[config.mk]
export PLATFORM = sky130hd
export DESIGN_NAME = wrchunk_seq
export DESIGN_NICKNAME = d
export VERILOG_FILES = /design/src/rtl/wrchunk_seq.sv
export SDC_FILE = /design/constraint.sdc
export NUM_CORES = 1
export LEC_CHECK = 0
export BUFFER_PORTS_ARGS = -buffer_cell sky130_fd_sc_hd__buf_2
export CAP_MARGIN = 30
export CORE_UTILIZATION = 50
export DETAILED_ROUTE_END_ITERATION = 12
export PLACE_DENSITY = 0.74
export SLEW_MARGIN = 30
export SYNTH_ARGS = -nofsm -noshare
export SYNTH_HDL_FRONTEND = slang
export SYNTH_SLANG_ARGS = --single-unit
[constraint.sdc]
create_clock -name clk -period 2.95 [get_ports clk]
set_input_delay 0.885 -clock clk [delete_from_list [all_inputs] [get_ports clk]]
set_output_delay 0.885 -clock clk [all_outputs]
set_load 0.02 [all_outputs]
[src/rtl/wrchunk_seq.sv]
module wrchunk_seq #(
  parameter int LEN_W       = 16,
  parameter int TIMEOUT_CYC = 1000,
  localparam int TMO_W      = $clog2(TIMEOUT_CYC + 1)
) (
  input  logic             clk,
  input  logic             rst_n,
  input  logic             start,
  input  logic [7:0]       addr_byte,
  input  logic [LEN_W-1:0] msg_len,
  input  logic             stop_req,
  input  logic [7:0]       in_data,
  input  logic             in_valid,
  output logic             in_ready,
  output logic             cmd_go,
  output logic [31:0]      cmd_data,
  output logic [2:0]       cmd_count,
  output logic             cmd_start,
  output logic             cmd_stop,
  output logic             cmd_hold,
  output logic             cmd_master,
  output logic             cmd_tx,
  input  logic             eng_done,
  input  logic             eng_nak,
  output logic             busy,
  output logic             done,
  output logic             err_nak,
  output logic             err_timeout,
  output logic             err_len
);

  typedef enum logic [1:0] {S_IDLE, S_FILL, S_WAIT} st_t;

  st_t              st_q;
  logic [LEN_W-1:0] len_q, idx_q;
  logic             stop_q, first_q, last_q;
  logic [31:0]      shift_q;
  logic [TMO_W-1:0] tmo_q;

  logic [31:0] shifted, aligned;
  logic [2:0]  xlen;
  logic        is_last, xmit, accept, long_msg;

  assign in_ready = (st_q == S_FILL);
  assign busy     = (st_q != S_IDLE);
  assign accept   = in_ready && in_valid;
  assign shifted  = {in_data, shift_q[31:8]};
  assign is_last  = (idx_q == len_q - LEN_W'(1));
  assign xmit     = is_last || (idx_q[1:0] == 2'd2);
  assign long_msg = (len_q > LEN_W'(3));

  always_comb begin
    case (idx_q[1:0])
      2'd0:    begin xlen = 3'd2; aligned = shifted >> 16; end
      2'd1:    begin xlen = 3'd3; aligned = shifted >> 8;  end
      2'd2:    begin xlen = 3'd4; aligned = shifted;       end
      default: begin xlen = 3'd1; aligned = shifted >> 24; end
    endcase
  end

  always_ff @(posedge clk or negedge rst_n) begin
    if (!rst_n) begin
      st_q        <= S_IDLE;
      len_q       <= '0;
      idx_q       <= '0;
      stop_q      <= 1'b0;
      first_q     <= 1'b0;
      last_q      <= 1'b0;
      shift_q     <= '0;
      tmo_q       <= '0;
      cmd_go      <= 1'b0;
      cmd_data    <= '0;
      cmd_count   <= '0;
      cmd_start   <= 1'b0;
      cmd_stop    <= 1'b0;
      cmd_hold    <= 1'b0;
      cmd_master  <= 1'b0;
      cmd_tx      <= 1'b0;
      done        <= 1'b0;
      err_nak     <= 1'b0;
      err_timeout <= 1'b0;
      err_len     <= 1'b0;
    end else begin
      cmd_go <= 1'b0;
      done   <= 1'b0;
      case (st_q)
        S_IDLE: if (start) begin
          err_nak     <= 1'b0;
          err_timeout <= 1'b0;
          err_len     <= 1'b0;
          if (msg_len == '0) begin
            err_len <= 1'b1;
            done    <= 1'b1;
          end else begin
            st_q    <= S_FILL;
            len_q   <= msg_len;
            stop_q  <= stop_req;
            idx_q   <= '0;
            first_q <= 1'b1;
            shift_q <= {addr_byte, 24'd0};
          end
        end
        S_FILL: if (accept) begin
          shift_q <= shifted;
          idx_q   <= idx_q + LEN_W'(1);
          if (xmit) begin
            cmd_go     <= 1'b1;
            cmd_data   <= aligned;
            cmd_count  <= xlen;
            cmd_start  <= first_q;
            cmd_hold   <= long_msg && !is_last;
            cmd_stop   <= is_last && stop_q;
            cmd_master <= 1'b1;
            cmd_tx     <= 1'b1;
            first_q    <= 1'b0;
            last_q     <= is_last;
            tmo_q      <= '0;
            st_q       <= S_WAIT;
          end
        end
        S_WAIT: begin
          if (eng_done) begin
            if (eng_nak) begin
              err_nak <= 1'b1;
              done    <= 1'b1;
              st_q    <= S_IDLE;
            end else if (last_q) begin
              done <= 1'b1;
              st_q <= S_IDLE;
            end else begin
              st_q <= S_FILL;
            end
          end else if (tmo_q == TMO_W'(TIMEOUT_CYC - 1)) begin
            err_timeout <= 1'b1;
            done        <= 1'b1;
            st_q        <= S_IDLE;
          end else begin
            tmo_q <= tmo_q + TMO_W'(1);
          end
        end
        default: st_q <= S_IDLE;
      endcase
    end
  end

endmodule

[Yosys cells after proc, flatten, opt, wreduce, memory -nomap -nowiden]
Cells that the tools add are included.
W data, S select, Z words.
Cells by class
  equality and inequality tests: 16
  add/sub/neg operators: 3
  bitwise operators: 1
  magnitude comparators: 1
  mux-type cells: 46
  reduce and logical (&&, ||, !) cells: 21
Operator list (number)
  $mux W32: 3
  $pmux W32 S3: 1
  $pmux W32 S2: 1
  $mux W16: 3
  $mux W10: 4
  $pmux W16 S2: 1
  $mux W1: 20
  $pmux W10 S2: 1
  $add A16 B1 Y16 const B: 1
  $eq A16 B16 Y1: 1
  $gt A16 B2 Y1 const B: 1
  $logic_not A16 Y1: 1
  $sub A16 B1 Y16 const B: 1
  $reduce_and A5 Y1: 3
  $ne A2 B2 Y1 const B: 7
  $mux W2: 6
  $reduce_and A4 Y1: 3
  $add A10 B1 Y10 const B: 1
  $eq A10 B10 Y1 const B: 1
  $pmux W3 S3: 1
  $pmux W1 S2: 4
  $reduce_bool A2 Y1: 4
  $pmux W2 S3: 1
  $reduce_and A3 Y1: 2
  other kinds (10): 16
Word-level totals
  bits of input ports: 39
  logic and storage cells: 107
  bits in registers: 123

[Depth between registers and ports, before layout]
  depth after elaboration: 6
  depth in mapped cells: 10
  mapped depth without buffers: 9

[Worst setup path before layout]
Ideal clock, no wire load.
  kind: flip-flop to flip-flop
  start: register len_q[0]
  end: register cmd_count[1]
  library setup time: 0.125 ns
  arrival: 2.902 ns
  clock period less this slack: 3.027 ns
  data required time: 2.825 ns
  path slack: -0.077 ns
  stages on the path, launching flop included: 11
  path through: dfrtp_1 inv_1 ha_1 or4b_2 nor4_1 mux2i_1 a2bb2oi_1 a2111oi_4 o21ai_4 buf_6 mux2_4
Between the ends
  word-level cells in the longest chain between the ends: 4
RTL lines
  start, declared: line 35  | logic [LEN_W-1:0] len_q, idx_q;
  start signal, assigned: line 96  | len_q <= msg_len;
  $sub A16 B1 Y16: line 48  | assign is_last = (idx_q == len_q - LEN_W'(1));
  $eq A16 B16 Y1: line 48
  $logic_or A1 B1 Y1: line 49  | assign xmit = is_last || (idx_q[1:0] == 2'd2);
  $reduce_and A3 Y1 (no line)
  end signal, assigned: line 109  | cmd_count <= xlen;
  end, declared: line 17  | output logic [2:0] cmd_count,
No other way between the ends.
A chain may end at the register's enable or synchronous reset.

[Worst setup path after layout]
  start: register len_q[0]
  end: register cmd_data[16]
Between the ends
  word-level cells in the longest chain between the ends: 4
RTL lines
  $sub A16 B1 Y16: line 48
  $eq A16 B16 Y1: line 48
  $logic_or A1 B1 Y1: line 49
  $reduce_and A3 Y1 (no line)
  end signal, assigned: line 108  | cmd_data <= aligned;
  end, declared: line 16  | output logic [31:0] cmd_data,
No other way between the ends.

==> results.txt <==
* Pins over their slew limit: 0
- Highest Signal Layer: met4
- STA classifies the critical path startpoint as a register.
- In this run the number of H-tree levels came out at 4.
- Synthesis warning total: 0
- Die Ht: 111 um
- Core region area: 11600 um2
- Of the post-synthesis cell area, the dominant cell type holds 48.0%.
* Overall routing resource usage: 25.5%
- Of all flip-flops after synthesis, the portion carrying an async set or reset was 100%.
- After clock tree synthesis, the clock-pin slew on the worst setup and hold paths is 0.05 ns.
* Clk_lat worst skew: 0.41 ns
- Detail Placement HPWL: 10200 um
- Setup violations remaining at the end of the flow were counted as 0.
- Total clock sinks: 115
- Synthesis instantiated 61 different standard cells from the library.
- Number of search-and-repair iterations in the first detailed-routing pass: 9
- Count of standard-cell rows: 39
- Flop and latch count out of synthesis: 115
* Data required time of the critical path: 3.25 ns
* Sequential element share of the synthesized area: 48.0%
* Share of post-route cells with drive strength above 1: 27.2%
* Starting Density: 51.8%
- Worst Clk Skew: 0.00896 ns
- Failing checks: DRC
- The congestion estimate from routability-driven global placement came to 0.877.
* Ratio of total power to cell area: 1100 nW/um2
* VDD IR-drop max: 0.668 mV
- Static leakage: 3.58 nW
* Routed wire per std cell: 17.4 um
- By area the synthesized netlist is led by sky130_fd_sc_hd__dfrtp_1 48%, sky130_fd_sc_hd__nand2_1 7.0%, sky130_fd_sc_hd__mux2_4 5.8%.
- The floorplan step defined a die boundary enclosing 12400 um2.
- Leaving out fill and tap cells, the most frequent cell in the layout is sky130_fd_sc_hd__dfrtp_1.
* Initial antenna violation count: 0
- Pin placement for this block handled 86 I/O pins.
- Synth Area per Inst: 9.80 um2
- Status: complete, but fails checks
- Synth Flop Type: sky130_fd_sc_hd__dfrtp_1
- Routed wire length: 14900 um
- The count of buffers added on input and output ports is 85.
* Number of antenna diodes: 0
- STA puts the critical path data arrival time at 3.16 ns.
- Net count of the mapped netlist: 657
- The via count of the first global-routing pass came to 4930.
- Category of the worst setup path capture point: register
* Minimum setup slack after placement: -0.00499 ns
- Setup repair after global routing left no endpoint under its margin.
* Final cycle utilization of the critical path: 97.2%
- The detailed router placed 4926 vias in this run.
- Final std cell area, no fill: 7400 um2
- The net count of the finished layout is 751.
- Max Freq: 0.349 GHz
* Worst setup path category: reg2reg
- Final setup margin: 0.0833 ns
* Top library cells by usage in the layout, fill and taps aside: 114 x sky130_fd_sc_hd__dfrtp_1, 112 x sky130_fd_sc_hd__nand2_1, 84 x sky130_fd_sc_hd__buf_2
- Met2 Routed Length: 6950 um
* Clock Root Buffer: sky130_fd_sc_hd__clkbuf_16
* Transition at the pin with the smallest max-transition slack: 0.943 ns
- The smallest clock period supported by the final layout is computed as 2.87 ns.
- The design draws 8.16 mW.
- Wire length of the first global-routing pass: 24900 um
* Max Cap Viol: 0
- Summed over all instances, the cell type with the most area after synthesis is sky130_fd_sc_hd__dfrtp_1.
- TritonCTS built the clock tree.
- Remaining antenna violation count after routing: 0
- After detailed routing, the wire length on met1 is 6880 um.
* GRT overflow: 0
* Die X-Extent: 111 um
- Entering global routing, the biggest net connects 52 pins.
* Number of instances in the synthesized netlist: 611
* Met3 layer wire length in the routed design: 901 um
- The mapped netlist covers 5990 um2.
- Final Hold Viols: 0
* Area added between synthesis and finish: 23.5%
* Via/cell ratio: 5.73
- Counting flops with a built-in enable in the synthesized netlist gives 0.
- In this run the worst path has a maximum fanout of 20.
* Total cell area at the placement stage: 6740 um2
- Worst max-slew margin expressed relative to the limit: 37.1%
- In the routed design, unresolved DRC markers number 4.
- The clock passes through at most 2 buffers.
* Worst hold path type: reg2reg
- Starting DRC count in detailed routing: 390
- Cts bufs inserted: 17
[worst paths after layout]
path / start / endpoint / slack, ns / depth (start not counted)
max reg2reg: len_q[0] / cmd_data[16] / 0.08 / 10
min: shift_q[15] / shift_q[15] / 0.48 / 2
max: len_q[0] / cmd_data[16] / 0.08 / 10
max in group asynchronous: rst_n / shift_q[10] / 1.80 / 2
min reg2reg: shift_q[15] / shift_q[15] / 0.48 / 2
min in group asynchronous: rst_n / cmd_data[27] / 0.52 / 1
[sequential cells by signal, summed over array words and instances, names as in the netlist, 2 cells and up]
| signal | flops |
|---|---|
| cmd_count | 3 |
| cmd_data | 32 |
| idx_q | 16 |
| len_q | 16 |
| shift_q | 24 |
| st_q | 2 |
| tmo_q | 10 |
[synthesized netlist by cell type (3+ instances only)]
master	count
sky130_fd_sc_hd__ha_1	7
sky130_fd_sc_hd__a21oi_1	12
sky130_fd_sc_hd__mux2i_1	10
sky130_fd_sc_hd__a31oi_1	4
sky130_fd_sc_hd__nand3_1	7
sky130_fd_sc_hd__xor2_1	18
sky130_fd_sc_hd__a222oi_1	16
sky130_fd_sc_hd__mux2_4	23
sky130_fd_sc_hd__nor2b_1	6
sky130_fd_sc_hd__buf_1	3
sky130_fd_sc_hd__nand2b_1	6
sky130_fd_sc_hd__inv_1	13
sky130_fd_sc_hd__nand2_1	112
sky130_fd_sc_hd__nand4_1	14
sky130_fd_sc_hd__nor2_1	51
sky130_fd_sc_hd__a22oi_1	8
sky130_fd_sc_hd__xnor2_1	18
sky130_fd_sc_hd__a22o_1	9
sky130_fd_sc_hd__o21ai_0	45
sky130_fd_sc_hd__nor4_1	12
sky130_fd_sc_hd__clkbuf_1	31
sky130_fd_sc_hd__nor3_1	5
sky130_fd_sc_hd__buf_6	3
sky130_fd_sc_hd__or2_2	4
sky130_fd_sc_hd__and2_1	5
sky130_fd_sc_hd__mux2_2	5
sky130_fd_sc_hd__and3_1	7
sky130_fd_sc_hd__dfrtp_1	115
[worst max-delay path, cell delays in order, from the launching register on]
cell	delay [ns]
sky130_fd_sc_hd__dfrtp_1	0.40
sky130_fd_sc_hd__inv_2	0.09
sky130_fd_sc_hd__ha_4	0.17
sky130_fd_sc_hd__or4b_4	0.47
sky130_fd_sc_hd__nor4_4	0.23
sky130_fd_sc_hd__mux2i_1	0.25
sky130_fd_sc_hd__a2bb2oi_2	0.20
sky130_fd_sc_hd__a2111oi_4	0.11
sky130_fd_sc_hd__o21ai_4	0.25
sky130_fd_sc_hd__buf_12	0.22
sky130_fd_sc_hd__mux2_2	0.34
[timing repair]
item / CTS / global route
hold buffers: 0 / 0
buffers inserted: 0 / 1
gates resized for setup: 1 / 3
cloned: 0 / 0
pin swaps: 0 / 1
setup endpoints to repair: 13 / 27
[where the power goes]
group	internal [mW]	leakage (nW)	switching [mW]	total, mW
clock	1.49	0.308	0.716	2.21
sequential	2.12	1.49	0.495	2.61
combinational	1.43	1.78	1.91	3.34
[per-stage QoR]
step           cells  TNS [ns]  util [%]  hold slack [ns]
2_1_floorplan    611         0         -            0.445
3_3_place_gp     828         0      58.3            0.463
3_5_place_dp     828  -0.00499      58.3            0.471
4_1_cts          858         0      63.8            0.484
5_1_grt          859         0      64.0            0.504
6_report         859         0      64.0            0.482
[logic make-up after synthesis]
group	Yosys count	synth area share, %
DFF	115	48.0
buffers and inverters	53	3.80
AOI/OAI and AO/OA	119	14.0
and+or+nand+nor	242	18.7
xor gates and xnor gates	37	5.64
muxes	38	8.38
adders and majority gates	7	1.46
[cell type report]
type / count / area, um2
inverter: 13 / 48.8
clock buffer: 22 / 484
sequential: 115 / 2880
tap: 143 / 179
multi-input combinational: 443 / 2960
clock inverter: 8 / 150
fill: 922 / 4170
timing repair buffer: 115 / 703
[layer usage]
metal | global-route usage, % | vias to the layer above
met3 | 6.37 | 17
met4 | 9.10 | 0
met2 | 39.1 | 170
met1 | 35.3 | 2382
met5 | 0 | -
li1 | - | 2357
Note: power is estimated with default switching activity, not from simulation.
